**src/rtl/idc_err_stats.sv**
```systemverilog
module idc_err_stats #(
  parameter int ID_W   = 4,
  parameter int ADDR_W = 32,
  parameter int DATA_W = 64,
  parameter int CNT_W  = 16
) (
  input  logic              clk,
  input  logic              rst_n,
  input  logic              clr,
  input  logic              stop_on_err,
  input  logic              ev_rd_fail,
  input  logic              ev_rd_mism,
  input  logic              ev_rd_bus,
  input  logic              ev_wr_bus,
  input  logic [ID_W-1:0]   cap_id,
  input  logic [ADDR_W-1:0] cap_addr,
  input  logic [DATA_W-1:0] cap_exp,
  input  logic [DATA_W-1:0] cap_got,
  output logic [CNT_W-1:0]  bus_err_cnt,
  output logic [CNT_W-1:0]  mism_cnt,
  output logic              fail_vld,
  output logic [ID_W-1:0]   fail_id,
  output logic [ADDR_W-1:0] fail_addr,
  output logic [DATA_W-1:0] fail_exp,
  output logic [DATA_W-1:0] fail_got,
  output logic              stop_req
);
  localparam logic [CNT_W-1:0] CNT_MAX = '1;

  function automatic logic [CNT_W-1:0] sat_add(input logic [CNT_W-1:0] c,
                                               input logic [1:0] inc);
    logic [CNT_W:0] s;
    s = {1'b0, c} + (CNT_W+1)'(inc);
    return s[CNT_W] ? CNT_MAX : s[CNT_W-1:0];
  endfunction

  wire [1:0] bus_inc = {1'b0, ev_rd_bus} + {1'b0, ev_wr_bus};
  wire       any_err = ev_rd_fail || ev_wr_bus;
  wire       capture = ev_rd_fail && !fail_vld;

  always_ff @(posedge clk or negedge rst_n) begin
    if (!rst_n) begin
      bus_err_cnt <= '0;
      mism_cnt    <= '0;
      stop_req    <= 1'b0;
    end else if (clr) begin
      bus_err_cnt <= '0;
      mism_cnt    <= '0;
      stop_req    <= 1'b0;
    end else begin
      bus_err_cnt <= sat_add(bus_err_cnt, bus_inc);
      mism_cnt    <= sat_add(mism_cnt, {1'b0, ev_rd_mism});
      if (any_err && stop_on_err) stop_req <= 1'b1;
    end
  end

  always_ff @(posedge clk or negedge rst_n) begin
    if (!rst_n) begin
      fail_vld  <= 1'b0;
      fail_id   <= '0;
      fail_addr <= '0;
      fail_exp  <= '0;
      fail_got  <= '0;
    end else if (clr) begin
      fail_vld  <= 1'b0;
    end else if (capture) begin
      fail_vld  <= 1'b1;
      fail_id   <= cap_id;
      fail_addr <= cap_addr;
      fail_exp  <= cap_exp;
      fail_got  <= cap_got;
    end
  end

  assert_mism_step_R3: assert property (@(posedge clk) disable iff (!rst_n)
    (ev_rd_mism && !clr && mism_cnt != CNT_MAX) |=> mism_cnt == CNT_W'($past(mism_cnt) + 1'b1));

  assert_no_mism_on_bus_R5: assert property (@(posedge clk) disable iff (!rst_n)
    (ev_rd_bus && !clr) |=> $stable(mism_cnt));

  assert_mism_sat_R10: assert property (@(posedge clk) disable iff (!rst_n)
    (mism_cnt == CNT_MAX && !clr) |=> mism_cnt == CNT_MAX);

  assert_bus_sat_R10: assert property (@(posedge clk) disable iff (!rst_n)
    (bus_err_cnt == CNT_MAX && !clr) |=> bus_err_cnt == CNT_MAX);

  assert_fail_frozen_R8: assert property (@(posedge clk) disable iff (!rst_n)
    (fail_vld && !clr) |=> fail_vld && $stable(fail_id) && $stable(fail_addr)
                           && $stable(fail_exp) && $stable(fail_got));

  assert_clear_all_R9: assert property (@(posedge clk) disable iff (!rst_n)
    clr |=> (bus_err_cnt == '0 && mism_cnt == '0 && !fail_vld && !stop_req));

  assert_stop_hold_R11: assert property (@(posedge clk) disable iff (!rst_n)
    (stop_req && !clr) |=> stop_req);

  assert_stop_gated_R11: assert property (@(posedge clk) disable iff (!rst_n)
    $rose(stop_req) |-> $past(stop_on_err));
endmodule

```
**config.mk**
```make
export PLATFORM = sky130hd
export DESIGN_NAME = idc_err_stats
export DESIGN_NICKNAME = d
export VERILOG_FILES = /design/src/rtl/idc_err_stats.sv
export SDC_FILE = /design/constraint.sdc
export NUM_CORES = 1
export LEC_CHECK = 0
export CORE_ASPECT_RATIO = 1.5
export CORE_MARGIN = 2
export CORE_UTILIZATION = 37
export DETAILED_ROUTE_END_ITERATION = 8
export PLACE_DENSITY_LB_ADDON = 0.05
export SETUP_SLACK_MARGIN = 0.5
export SLEW_MARGIN = 20
export SYNTH_ARGS = -nofsm -noshare
export SYNTH_HDL_FRONTEND = slang
export SYNTH_SLANG_ARGS = --single-unit
```
**constraint.sdc**
```tcl
create_clock -name clk -period 2 [get_ports clk]
set_input_delay 0.4 -clock clk [delete_from_list [all_inputs] [get_ports clk]]
set_output_delay 0.4 -clock clk [all_outputs]
set_load 0.005 [all_outputs]
```
==> results by group <==
Finish
  • Fin area: 15,040 um2
  • Register area: 4976 um2
  • Final Non-Filler Cells: 1,337
  • Footprint of the multi-input gates: 3508 um2
  • NumNets Final: 1,232
  • Fraction of layout cells with a size suffix above 1: 43.71%
  • Layout area overhead: 89.98%
  • FILL cells: 1,438

Pwr
  • Power per cell area: 790.4 nW/um2
  • Leak: 6.833 nW
  • Power Total: roughly 0.012 W
  • Maximum VDD drop: 0.0005637 V

STA
  • Final Critical Period: 1883 ps
  • Final Hold Viols: 0
  • Period utilization: a little over nine tenths
  • FMAX: 531.1 MHz
  • Worst-Margin Slew: ~470 ps
  • Slew HR: a little under 70%
  • Fin Clk Skew: 8.866 ps
  • Final TNS setup: 0 ps
  • Max-slew violation count: 0
  • RSZ-0062 raised after global routing: true
  • Final setup viols: 0

Synthesis
  • Mux cell area share after synthesis: 23.46%
  • Main combinational cell family by area after synthesis: multiplexers
  • Cell taking the most area after synthesis: dfrtp_1
  • Synth cell count leaders: dfrtp_1, mux2_2, xnor2_1
  • Synthesized net count: 699
  • Cell with the most instances after synthesis: dfrtp_1
  • Xor and xnor area share after synthesis: 1.881%
  • Avg Synthesized Cell Area: 15.13 um2
  • Synth Area in Simple Gates: 5.058%
  • Seq/Total Area, Yosys: 62.60%
  • Synth Area in Adders: less than 1%
  • Yosys top cell area share: about 63%
  • Distinct cells, synth: 38
  • Post-synthesis compound-gate area fraction: 3.525%
  • Number of flops mapped to enable cells by yosys: 0
  • Mapped cell area: 7915 um2
  • Post-Synthesis Cells: 523
  • FFs w/ async S/R, synth: between 90% and 100%
  • Seq cells post-synth: roughly 200
  • Most used DFF post-synth: dfrtp_1
  • Top post-synthesis cells by area: dfrtp_1, mux2_2, xnor2_1
  • Syn. warnings: 0

Floorplan
  • # rows: 65
  • Ports: 370
  • Die extent in y: 183.1 um
  • Core ar.: 20,980 um2
  • Die area: 22,600 um2
  • Initial Util: 37.72%
  • Die X: 123.4 um

Placement
  • Dpl cells: roughly 1,200
  • RePlAce Congestion: 0.8085
  • HPWL Detailed: 17,900 um
  • Post-DP Area: 12,260 um2
  • Port bufs: 369

Clocking
  • Clk pin slew, worst setup/hold paths: 70 ps
  • CTS tree: built
  • Skew-Pair Late Insertion Delay: between 400 and 500 ps
  • Cts bufs inserted: 17
  • Clock Path Buffers: 2
  • H-tree depth: 4
  • CTS sink cnt: 198
  • Root buffer cell: clkbuf_16

Drt
  • Starting DRT DRC Count: 263
  • WL/cell: 21.28 um
  • Post-route DRC: 0
  • Initial DRT Pass Iterations: 5
  • Final ANT Viol Nets: 0
  • Total wire length: 28,450 um
  • Vias per cell: 4.891
  • Via count: 6,539

Global routing
  • Antenna violations before repair: 2
  • GRT Util Overall: 24.39%
  • First-pass GRT wire length: 41,100 um
  • Vias in the first global route: 7,077
  • Largest net degree at the start of global routing: 50
  • GRT overflow: 0

Worst setup path
  • CP required: 2290 ps
  • Critical Path Sink Type: flip-flop
  • Worst setup path category: flip-flop to flip-flop
  • Worst EP arrival: 2180 ps
  • Max Fanout on Critical Path: 4
  • CP Launch Type: flip-flop

Worst hold path
  • Hold WC Path Type: primary input to flip-flop

Outcome
  • Status: finished clean

Run
  • Max Cap Violations: 0
[state kept, by name, summed over array words and instances, names as in the netlist]
signal and cells:
fail_id 4, mism_cnt 16, fail_got 64, fail_addr 32, fail_exp 64, bus_err_cnt 16
fail_vld 1, stop_req 1
[metal layers]
layer / wire length (um) / track usage, % / vias up
met5: 0 / 0 / -
met4: 939 / 10.55 / 0
met3: 2313 / 8.302 / 56
met2: 15280 / 43.87 / 275
met1: 9918 / 25.24 / 3298
li1: - / - / 2910
[per-stage QoR]
stage / hold slack, ps / utilization, % / setup WS [ps]
after CTS: 420.9 / 68.32 / 127.6
final: 449.0 / 71.66 / 117.3
after global routing: 463.3 / 71.65 / 31.87
after floorplan: 104.4 / - / 202.5
after detailed placement: 388.9 / 58.43 / -423.1
after global placement: 381.5 / 58.43 / -344.7
[placed cells by master (no fill, tap or decap), types with 21 or more instances in the layout]
cell	netlist	final
dfrtp_1	198	181
clkdlybuf4s50_1	0	165
mux2_4	0	164
clkdlybuf4s15_1	0	151
buf_4	16	95
buf_6	2	29
clkbuf_2	0	27
buf_16	0	21
buf_12	0	21
[worst max-delay path, stage by stage, from the launching register on]
cell and delay (ps):
dfrtp_1 370, inv_2 50, fa_2 390, inv_2 90
ha_4 140, nand3_4 100, buf_4 150, buf_6 110
nor2_4 100, o311a_1 180, a211oi_1 70
[cell families after synthesis]
logic type | count (synthesis)
XOR/XNOR | 17
buffers and inverters | 37
flip-flops | 198
multiplexers | 165
adder cells (fa/ha/maj) | 4
AND/OR/NAND/NOR | 63
AO/OA/AOI/OAI | 39
[area by class of cell]
type | count | area share [%]
Timing Repair Buffer | 538 | 37.14
Sequential cell | 198 | 33.09
Multi-Input combinational cell | 288 | 23.33
Clock buffer | 20 | 2.971
Tap cell | 268 | 2.230
Clock inverter | 9 | 0.8571
Inverter | 13 | 0.3245
Antenna cell | 3 | 0.04993
[what timing repair did]
| action | in CTS | in global routing |
|---|---|---|
| hold buffers | 1 | 0 |
| setup endpoints to repair | 389 | 294 |
| cloned | 19 | 0 |
| setup buffers | 69 | 43 |
| resized for setup | 513 | 202 |
| hold endpoints to repair | 42 | 0 |
| pin swaps | 5 | 6 |
[worst paths after layout]
| check | endpoint | start | depth (start not counted) | slack [ps] |
|---|---|---|---|---|
| max reg2reg | bus_err_cnt[8]$_DFF_PN0_ | bus_err_cnt[0]$_DFF_PN0_ | 10 | 120 |
| max | bus_err_cnt[8]$_DFF_PN0_ | bus_err_cnt[0]$_DFF_PN0_ | 10 | 120 |
| min in group asynchronous | fail_exp[6]$_DFFE_PN0P_ | rst_n | 2 | 470 |
| max in group asynchronous | fail_got[14]$_DFFE_PN0P_ | rst_n | 3 | 880 |
| min reg2reg | fail_got[20]$_DFFE_PN0P_ | fail_got[20]$_DFFE_PN0P_ | 1 | 510 |
| min | fail_vld$_DFFE_PN0P_ | ev_rd_fail | 4 | 450 |
[where the power goes]
group          total [W]  leakage [nW]  internal (W)  switching (W)
Combinational    0.00339          4.18       0.00233        0.00107
Sequential       0.00504          2.37       0.00466       0.000377
Clock            0.00346         0.278       0.00198        0.00148
No activity file was read; power rests on OpenSTA's default activity.
